**src/rtl/dma_dual_xfer.sv**
```systemverilog
module dma_dual_xfer #(
  parameter int AW = 32
) (
  input  logic          clk,
  input  logic          rst_n,
  input  logic          start,
  input  logic [1:0]    xfer_size,
  input  logic [1:0]    src_port,
  input  logic [1:0]    dst_port,
  input  logic [AW-1:0] src_addr,
  input  logic [AW-1:0] dst_addr,
  input  logic          src_io,
  input  logic          dst_io,
  output logic          busy,
  output logic          cfg_err,
  output logic          done,
  output logic [2:0]    bytes_moved,
  output logic          bus_req,
  output logic          bus_we,
  output logic [AW-1:0] bus_addr,
  output logic [31:0]   bus_wdata,
  input  logic [31:0]   bus_rdata,
  input  logic          bus_ack
);

  typedef enum logic [1:0] {S_IDLE, S_RD, S_WR} st_t;

  function automatic logic [1:0] lg(input logic [1:0] c);
    return c[1] ? {1'b0, ~c[0]} : 2'd2;
  endfunction

  st_t          st;
  logic [1:0]   idx, lsz_q, lsp_q, ldp_q;
  logic [31:0]  hold;
  logic [AW-1:0] sa_q, da_q;
  logic         sio_q, dio_q, done_q, err_q;

  logic         legal, in_wr, io, last;
  logic [1:0]   cur_lg, span, idx_max;
  logic [4:0]   sh;
  logic [31:0]  mask;
  logic [AW-1:0] base;

  assign legal   = (lg(src_port) <= lg(xfer_size)) && (lg(dst_port) <= lg(xfer_size));
  assign in_wr   = (st == S_WR);
  assign cur_lg  = in_wr ? ldp_q : lsp_q;
  assign base    = in_wr ? da_q : sa_q;
  assign io      = in_wr ? dio_q : sio_q;
  assign span    = lsz_q - cur_lg;
  assign idx_max = (span == 2'd0) ? 2'd0 : (span == 2'd1) ? 2'd1 : 2'd3;
  assign last    = (idx == idx_max);
  assign sh      = {idx, 3'b000} << cur_lg;
  assign mask    = (cur_lg == 2'd0) ? 32'h0000_00FF :
                   (cur_lg == 2'd1) ? 32'h0000_FFFF : 32'hFFFF_FFFF;

  assign bus_req     = (st != S_IDLE);
  assign bus_we      = in_wr;
  assign busy        = bus_req;
  assign bus_addr    = io ? base : base + (AW'(idx) << cur_lg);
  assign bus_wdata   = in_wr ? ((hold >> sh) & mask) : 32'h0;
  assign done        = done_q;
  assign cfg_err     = err_q;
  assign bytes_moved = done_q ? 3'(3'd1 << lsz_q) : 3'd0;

  always_ff @(posedge clk) begin
    if (!rst_n) begin
      st     <= S_IDLE;
      idx    <= '0;
      hold   <= '0;
      sa_q   <= '0;
      da_q   <= '0;
      lsz_q  <= '0;
      lsp_q  <= '0;
      ldp_q  <= '0;
      sio_q  <= 1'b0;
      dio_q  <= 1'b0;
      done_q <= 1'b0;
      err_q  <= 1'b0;
    end else begin
      done_q <= 1'b0;
      err_q  <= 1'b0;
      case (st)
        S_IDLE: if (start) begin
          if (legal) begin
            st    <= S_RD;
            idx   <= '0;
            hold  <= '0;
            sa_q  <= src_addr;
            da_q  <= dst_addr;
            lsz_q <= lg(xfer_size);
            lsp_q <= lg(src_port);
            ldp_q <= lg(dst_port);
            sio_q <= src_io;
            dio_q <= dst_io;
          end else begin
            err_q <= 1'b1;
          end
        end
        S_RD: if (bus_ack) begin
          hold <= hold | ((bus_rdata & mask) << sh);
          if (last) begin
            idx <= '0;
            st  <= S_WR;
          end else begin
            idx <= idx + 2'd1;
          end
        end
        S_WR: if (bus_ack) begin
          if (last) begin
            st     <= S_IDLE;
            done_q <= 1'b1;
          end else begin
            idx <= idx + 2'd1;
          end
        end
        default: st <= S_IDLE;
      endcase
    end
  end

endmodule


```
**config.mk**
```make
export PLATFORM = sky130hd
export DESIGN_NAME = dma_dual_xfer
export DESIGN_NICKNAME = d
export VERILOG_FILES = /design/src/rtl/dma_dual_xfer.sv
export SDC_FILE = /design/constraint.sdc
export NUM_CORES = 1
export LEC_CHECK = 0
export BUFFER_PORTS_ARGS = -buffer_cell sky130_fd_sc_hd__buf_2
export CAP_MARGIN = 30
export CORE_UTILIZATION = 45
export CTS_BUF_LIST = sky130_fd_sc_hd__clkbuf_8 sky130_fd_sc_hd__clkbuf_16
export CTS_CLUSTER_DIAMETER = 200
export DETAILED_ROUTE_END_ITERATION = 16
export PLACE_DENSITY = 0.73
export SYNTH_ARGS = -nofsm -noshare
export SYNTH_HDL_FRONTEND = slang
export SYNTH_SLANG_ARGS = --single-unit
```
**constraint.sdc**
```tcl
create_clock -name clk -period 3.8 [get_ports clk]
set_clock_uncertainty 0.1 [all_clocks]
set_input_delay 0.19 -clock clk [delete_from_list [all_inputs] [get_ports clk]]
set_output_delay 0.19 -clock clk [all_outputs]
set_load 0.01 [all_outputs]
```
**Word-level counts from Yosys, hierarchy flattened**

Index checks and enable logic that the tools add are counted.

- Register bits: 110
- Input port bits: 108
- Output and inout bits: 72

- $add $sub $neg: 3
- Order comparisons: 2
- Equality and inequality tests: 12
- Shift operators: 5
- Multiplexer cells: 33
- Bitwise operators: 6
- Reductions and logical operators: 13

Operators with widths:

| cell | count |
|---|---|
| 2-to-1 mux 32 bit | 8 |
| bitwise AND 32 bit | 2 |
| case mux 32 bit (2 select lines) | 1 |
| 2-to-1 mux 2 bit | 18 |
| adder 32 bit | 1 |
| bitwise OR 32 bit | 1 |
| left shift 2 x 2 -> 32 bit | 1 |
| left shift 32 x 5 -> 32 bit | 1 |
| right shift 32 x 5 -> 32 bit | 1 |
| != test 2 bit, second input constant | 6 |
| case mux 2 bit (3 select lines) | 2 |
| AND reduction 6 bit | 2 |
| AND reduction 3 bit | 3 |
| equality test 2 x 1 -> 1 bit, second input constant | 3 |
| zero test 2 bit | 3 |
| left shift 5 x 2 -> 5 bit | 1 |
| less-or-equal comparator 2 bit | 2 |
| AND reduction 4 bit | 1 |
| nonzero test 2 bit | 2 |
| 2-to-1 mux 1 bit | 3 |
| 2-to-1 mux 3 bit | 1 |
| inverter 1 bit | 3 |
| nonzero test 3 bit | 1 |
| left shift 1 x 2 -> 3 bit, first input constant | 1 |
| 6 further kinds | 6 |

**Longest topological paths before layout**

- Depth in word-level cells: 10
- Gate-level depth with buffers: 17
- Depth with buffers taken out: 13

**Worst setup path after synthesis**

No wires, ideal clock.

- Path kind: register to output
- Start: register st[0]
- End: output port bus_addr[20]
- Data arrival time: 3.782 ns
- Required time: 3.510 ns
- Slack: -0.272 ns
- Cell stages (with the launch flop): 18
- Cells stage by stage: dfxtp_1 > inv_1 > ha_1 > buf_4 > buf_4 > o21ai_2 > o21a_1 > nand2_1 > inv_2 > buf_2 > buf_2 > ha_1 > ha_1 > a21oi_1 > a32o_1 > nand2b_4 > or4_4 > xor2_1

- Word-level cells in the longest chain between the ends: 5
- Elaborated cells between the ends (all ways): 7
- Classes of those cells: add/sub (1); eq/ne (1); shift (1); mux (4)

RTL lines:

| item | RTL line | RTL |
|---|---|---|
| from (decl) | 32 | `st_t st;` |
| from (signal assigned) | 67 | `st <= S_IDLE;` |
| from (signal assigned) | 85 | `st <= S_RD;` |
| from (signal assigned) | 103 | `st <= S_WR;` |
| equality test 2 bit * | 45 | `assign in_wr = (st == S_WR);` |
| named net bus_we | 19 | `output logic bus_we,` |
| 2-to-1 mux 2 bit | 46 | `assign cur_lg = in_wr ? ldp_q : lsp_q;` |
| left shift 2 x 2 -> 32 bit | 59 | `assign bus_addr = io ? base : base + (AW'(idx) << cur_lg);` |
| adder 32 bit | 59 |  |
| 2-to-1 mux 32 bit * | 59 |  |
| to (decl) | 20 | `output logic [AW-1:0] bus_addr,` |

Mark *: on every way through the listed nets, which the timed path passes. The rest lies on a longest branch.

**Final worst setup path**

- Start: register st[0]
- End: output port bus_addr[20]

- Word-level cells in the longest chain between the ends: 5
- Elaborated cells between the ends (all ways): 7
- Classes of those cells: add/sub (1); eq/ne (1); shift (1); mux (4)

RTL lines:

| item | RTL line |
|---|---|
| equality test 2 bit * | 45 |
| 2-to-1 mux 2 bit | 46 |
| left shift 2 x 2 -> 32 bit | 59 |
| adder 32 bit | 59 |
| 2-to-1 mux 32 bit * | 59 |

Mark *: on every way between the ends. The rest lies on a longest branch, timed or not.

==> results.cfg <==
[detailed_routing]
drt.antenna.violating_nets = 0
vias_per_cell = 5.351
drc = 0
dr.pass1.iters = 5
vias = 6812
initialDrtViolationCount = 477
routed_wire_length_per_instance_um = 15.38
finalWirelength_mm = 19.58

[yosys]
synth_compound_gate_area_share_pct = 20.58
synth_enable_flop_cells = 0
synth_area_leaders = sky130_fd_sc_hd__dfxtp_1 (34%), sky130_fd_sc_hd__nand2_1 (12%), sky130_fd_sc_hd__a21boi_0 (7.6%)
synth_top_cell_area_share_pct = 33.57
ys_top_cells_by_count = sky130_fd_sc_hd__nand2_1 (211), sky130_fd_sc_hd__dfxtp_1 (110), sky130_fd_sc_hd__a21oi_1 (70)
yosys.area.top_type = sky130_fd_sc_hd__dfxtp_1
mappedNetlistNets = 969
syn_avg_cell_area_um2 = 7.744
post_synth_xor_area_fraction_pct = 4.006
synth.ff_latch_count = 110
seq_area_frac_synth_pct = 33.57
yosys-mux-area-fraction_pct = 9.824
synth_simple_gate_area_share_pct = 25.51
main_combinational_cell_family_by_area_after_synthesis = simple AND/OR/NAND/NOR gates
yosysWarnings = 0
synth.cell_area_um2 = 6559
post_synth_inst_count = 847
synth_cell_types = 63
synth_most_common_cell = sky130_fd_sc_hd__nand2_1
area_share_of_fa_ha_maj_cells_after_synthesis_pct = 2.671
ys_async_sr_fraction_pct = 0
synth_top_flop_cell = sky130_fd_sc_hd__dfxtp_1

[setup_path]
worst_setup_path_start_kind = register
cell_mode_on_critical_path = sky130_fd_sc_hd__nand2b_4
worst_ep_required_time_ns = 3.51
worst-path-stages = 13
timing.critical_path.arrival_ns = 3.41
worstPathCellList = inv_2 > ha_4 > mux2_4 > mux2i_4 > nand2b_4 > xnor2_2 > ha_1 > a21oi_1 > a32o_2 > nand2b_4 > or4_4 > xor2_2 > buf_2
buffers_and_inverters_on_the_worst_path = 2
worst-setup-path-type = register to output pin
worst_setup_path_end_kind = output pin
rr_worst_depth = 12
critPathMaxStageDelay_ns = 0.49
cpMaxStageDelayCell = sky130_fd_sc_hd__or4_4
critical_path.max_fanout = 5
crit_path_leading_delay_family = simple AND/OR/NAND/NOR gates

[outcome]
outcome = completed

[clock_network]
clkTransAtPathRegs_ns = 0.07
cts-htree-levels = 3
clk-insertion-delay-late_ns = 0.36
tritoncts = done
cts-buffers-inserted = 9
cts.sinks = 110
cts.path.max_buffers = 2
cts-root-buf = sky130_fd_sc_hd__clkbuf_16

[floorplanning]
fp.coreArea_um2 = 14040
die_area_um2 = 15060
std_cell_rows = 43
width_of_the_die_um = 122.7
initial_core_util_pct = 46.71
boundaryPins = 180
die_h_um = 122.7

[flow_run]
maxCapViolCount = 0

[layout]
final-instance-count-excl-fill = 1273
sequential_cell_area_um2 = 2205
multi_input_area_um2 = 4189
drive_above_1_share_pct = 25.07
area_added_between_synthesis_and_finish_pct = 34.15
nNetsFinal = 1210
final.fill_count = 1207
insertedDiodeCount = 0

[power_and_ir_drop]
power_leakage_uw = 0.003626
power.ir.vdd_worst_mv = 0.2028
cellPowerDensity_nw_per_um2 = 395.0

[global_route]
global_route_wire_length_before_repair_mm = 30.76
grt-ovfl-total = 0
grt_antenna_before_repair = 0
first_global_vias = 6411
grt.total_usage_pct = 26.17
grt_start_max_net_pins = 73

[sta]
maxClockFrequency_mhz = 270.4
clock_period_minus_worst_slack_ns = 3.698
max-slew-margin-rel_pct = 51.99
fin_crit_sh_pct = 97.31
timing.final.max_slew_violations = 0
measured_slew_at_the_worst_slew_check_pin_ns = 0.7001
finalHoldViolCount = 0
total_neg_setup_slack_ns = 0
setup_viol = 0

[placement]
place_hpwl_mm = 13.29
count_of_input_and_output_buffers = 179
post-place-cells = 1180
globalplace.congestion = 0.8456

[hold_path]
hold_critical_path_depth = 3
worstHoldPathType = input pin to register
==> per-layer routing <==
layer | routed length, um | vias up | track usage [%]
met5 | 0 | - | 0
met1 | 8701 | 3131 | 33.76
met4 | 504 | 0 | 11.13
met3 | 1097 | 37 | 3.903
met2 | 9273 | 247 | 43.36
li1 | - | 3397 | -
==> what timing repair did <==
item                                    4_1_cts  5_1_grt
endpoints found under the setup margin       13       16
pin swaps                                     1        3
resized for setup                             3       16
hold buffers                                 69        0
cloned                                        0        0
setup buffers                                 2        6
endpoints found under the hold margin        69        0
==> logic make-up after synthesis <==
family                   count (synthesis)
AND/OR/NAND/NOR                        373
AO/OA/AOI/OAI                          208
flip-flops                             110
buffers and inverters                   61
multiplexers                            51
XOR/XNOR                                30
adder cells (fa/ha/maj)                 14
==> layout make-up <==
class,instances,share of cell area [%]
Clock buffer,10,2.716
Clock inverter,6,0.4266
Inverter,12,0.5404
Multi-Input combinational cell,676,47.61
Sequential cell,110,25.06
Tap cell,180,2.560
Timing Repair Buffer,279,21.09
==> worst min-delay path: stages <==
cell	delay, ns
sky130_fd_sc_hd__buf_2	0.10
sky130_fd_sc_hd__nand2_1	0.05
sky130_fd_sc_hd__a21boi_0	0.07
==> sequential cells by signal (all words and copies together), names as in the netlist <==
| signal | flops |
|---|---|
| lsz_q | 2 |
| ldp_q | 2 |
| done | 1 |
| da_q | 32 |
| hold | 32 |
| st | 2 |
| idx | 2 |
| sa_q | 32 |
| sio_q | 1 |
| dio_q | 1 |
| lsp_q | 2 |
| cfg_err | 1 |
==> report_power, final <==
part	internal, uW	switching [uW]	leakage [uW]	total, uW
registers	1280	117	0.000895	1400
clock network	461	442	0.000136	903
logic	496	676	0.00260	1170
total	2240	1230	0.00363	3480
==> stage by stage <==
stage	util, %	instance area [um^2]	setup WS, ns	power [uW]	hold WS [ns]
floorplan	-	6578	-0.09696	2132	0.2272
global placement	54.80	7695	0.2200	2480	0.3435
detailed placement	54.80	7695	0.1890	2488	0.3493
CTS	61.82	8681	0.01780	3442	0.0003404
global route	62.66	8798	-0.02464	3672	0.008700
finish	62.66	8798	0.1021	3475	0.006604
==> placed cells by master, fill, tap and decap left out, types with 9 or more instances in the layout <==
| cell type | instances |
|---|---|
| sky130_fd_sc_hd__and2_1 | 13 |
| sky130_fd_sc_hd__mux2i_1 | 30 |
| sky130_fd_sc_hd__nand2_1 | 210 |
| sky130_fd_sc_hd__inv_1 | 11 |
| sky130_fd_sc_hd__nor2_1 | 66 |
| sky130_fd_sc_hd__mux2_2 | 10 |
| sky130_fd_sc_hd__buf_4 | 26 |
| sky130_fd_sc_hd__dlygate4sd3_1 | 69 |
| sky130_fd_sc_hd__ha_1 | 12 |
| sky130_fd_sc_hd__buf_2 | 179 |
| sky130_fd_sc_hd__clkbuf_16 | 9 |
| sky130_fd_sc_hd__nand3_1 | 17 |
| sky130_fd_sc_hd__o21ai_0 | 24 |
| sky130_fd_sc_hd__dfxtp_1 | 108 |
| sky130_fd_sc_hd__a21oi_1 | 69 |
| sky130_fd_sc_hd__o21a_1 | 10 |
| sky130_fd_sc_hd__xnor2_1 | 20 |
| sky130_fd_sc_hd__a21boi_0 | 66 |
| sky130_fd_sc_hd__and3_1 | 20 |
==> path summary, 6_finish.rpt <==
check / startpoint / end / slack (ns)
worst max-delay path: st[0] / bus_addr[20] / 0.10
worst min-delay path: dst_addr[23] / da_q[23] / 0.007
worst max register to register: st[0] / st[0] / 0.86
worst min register to register: da_q[18] / da_q[18] / 0.37
No activity file was read; power rests on OpenSTA's default activity.
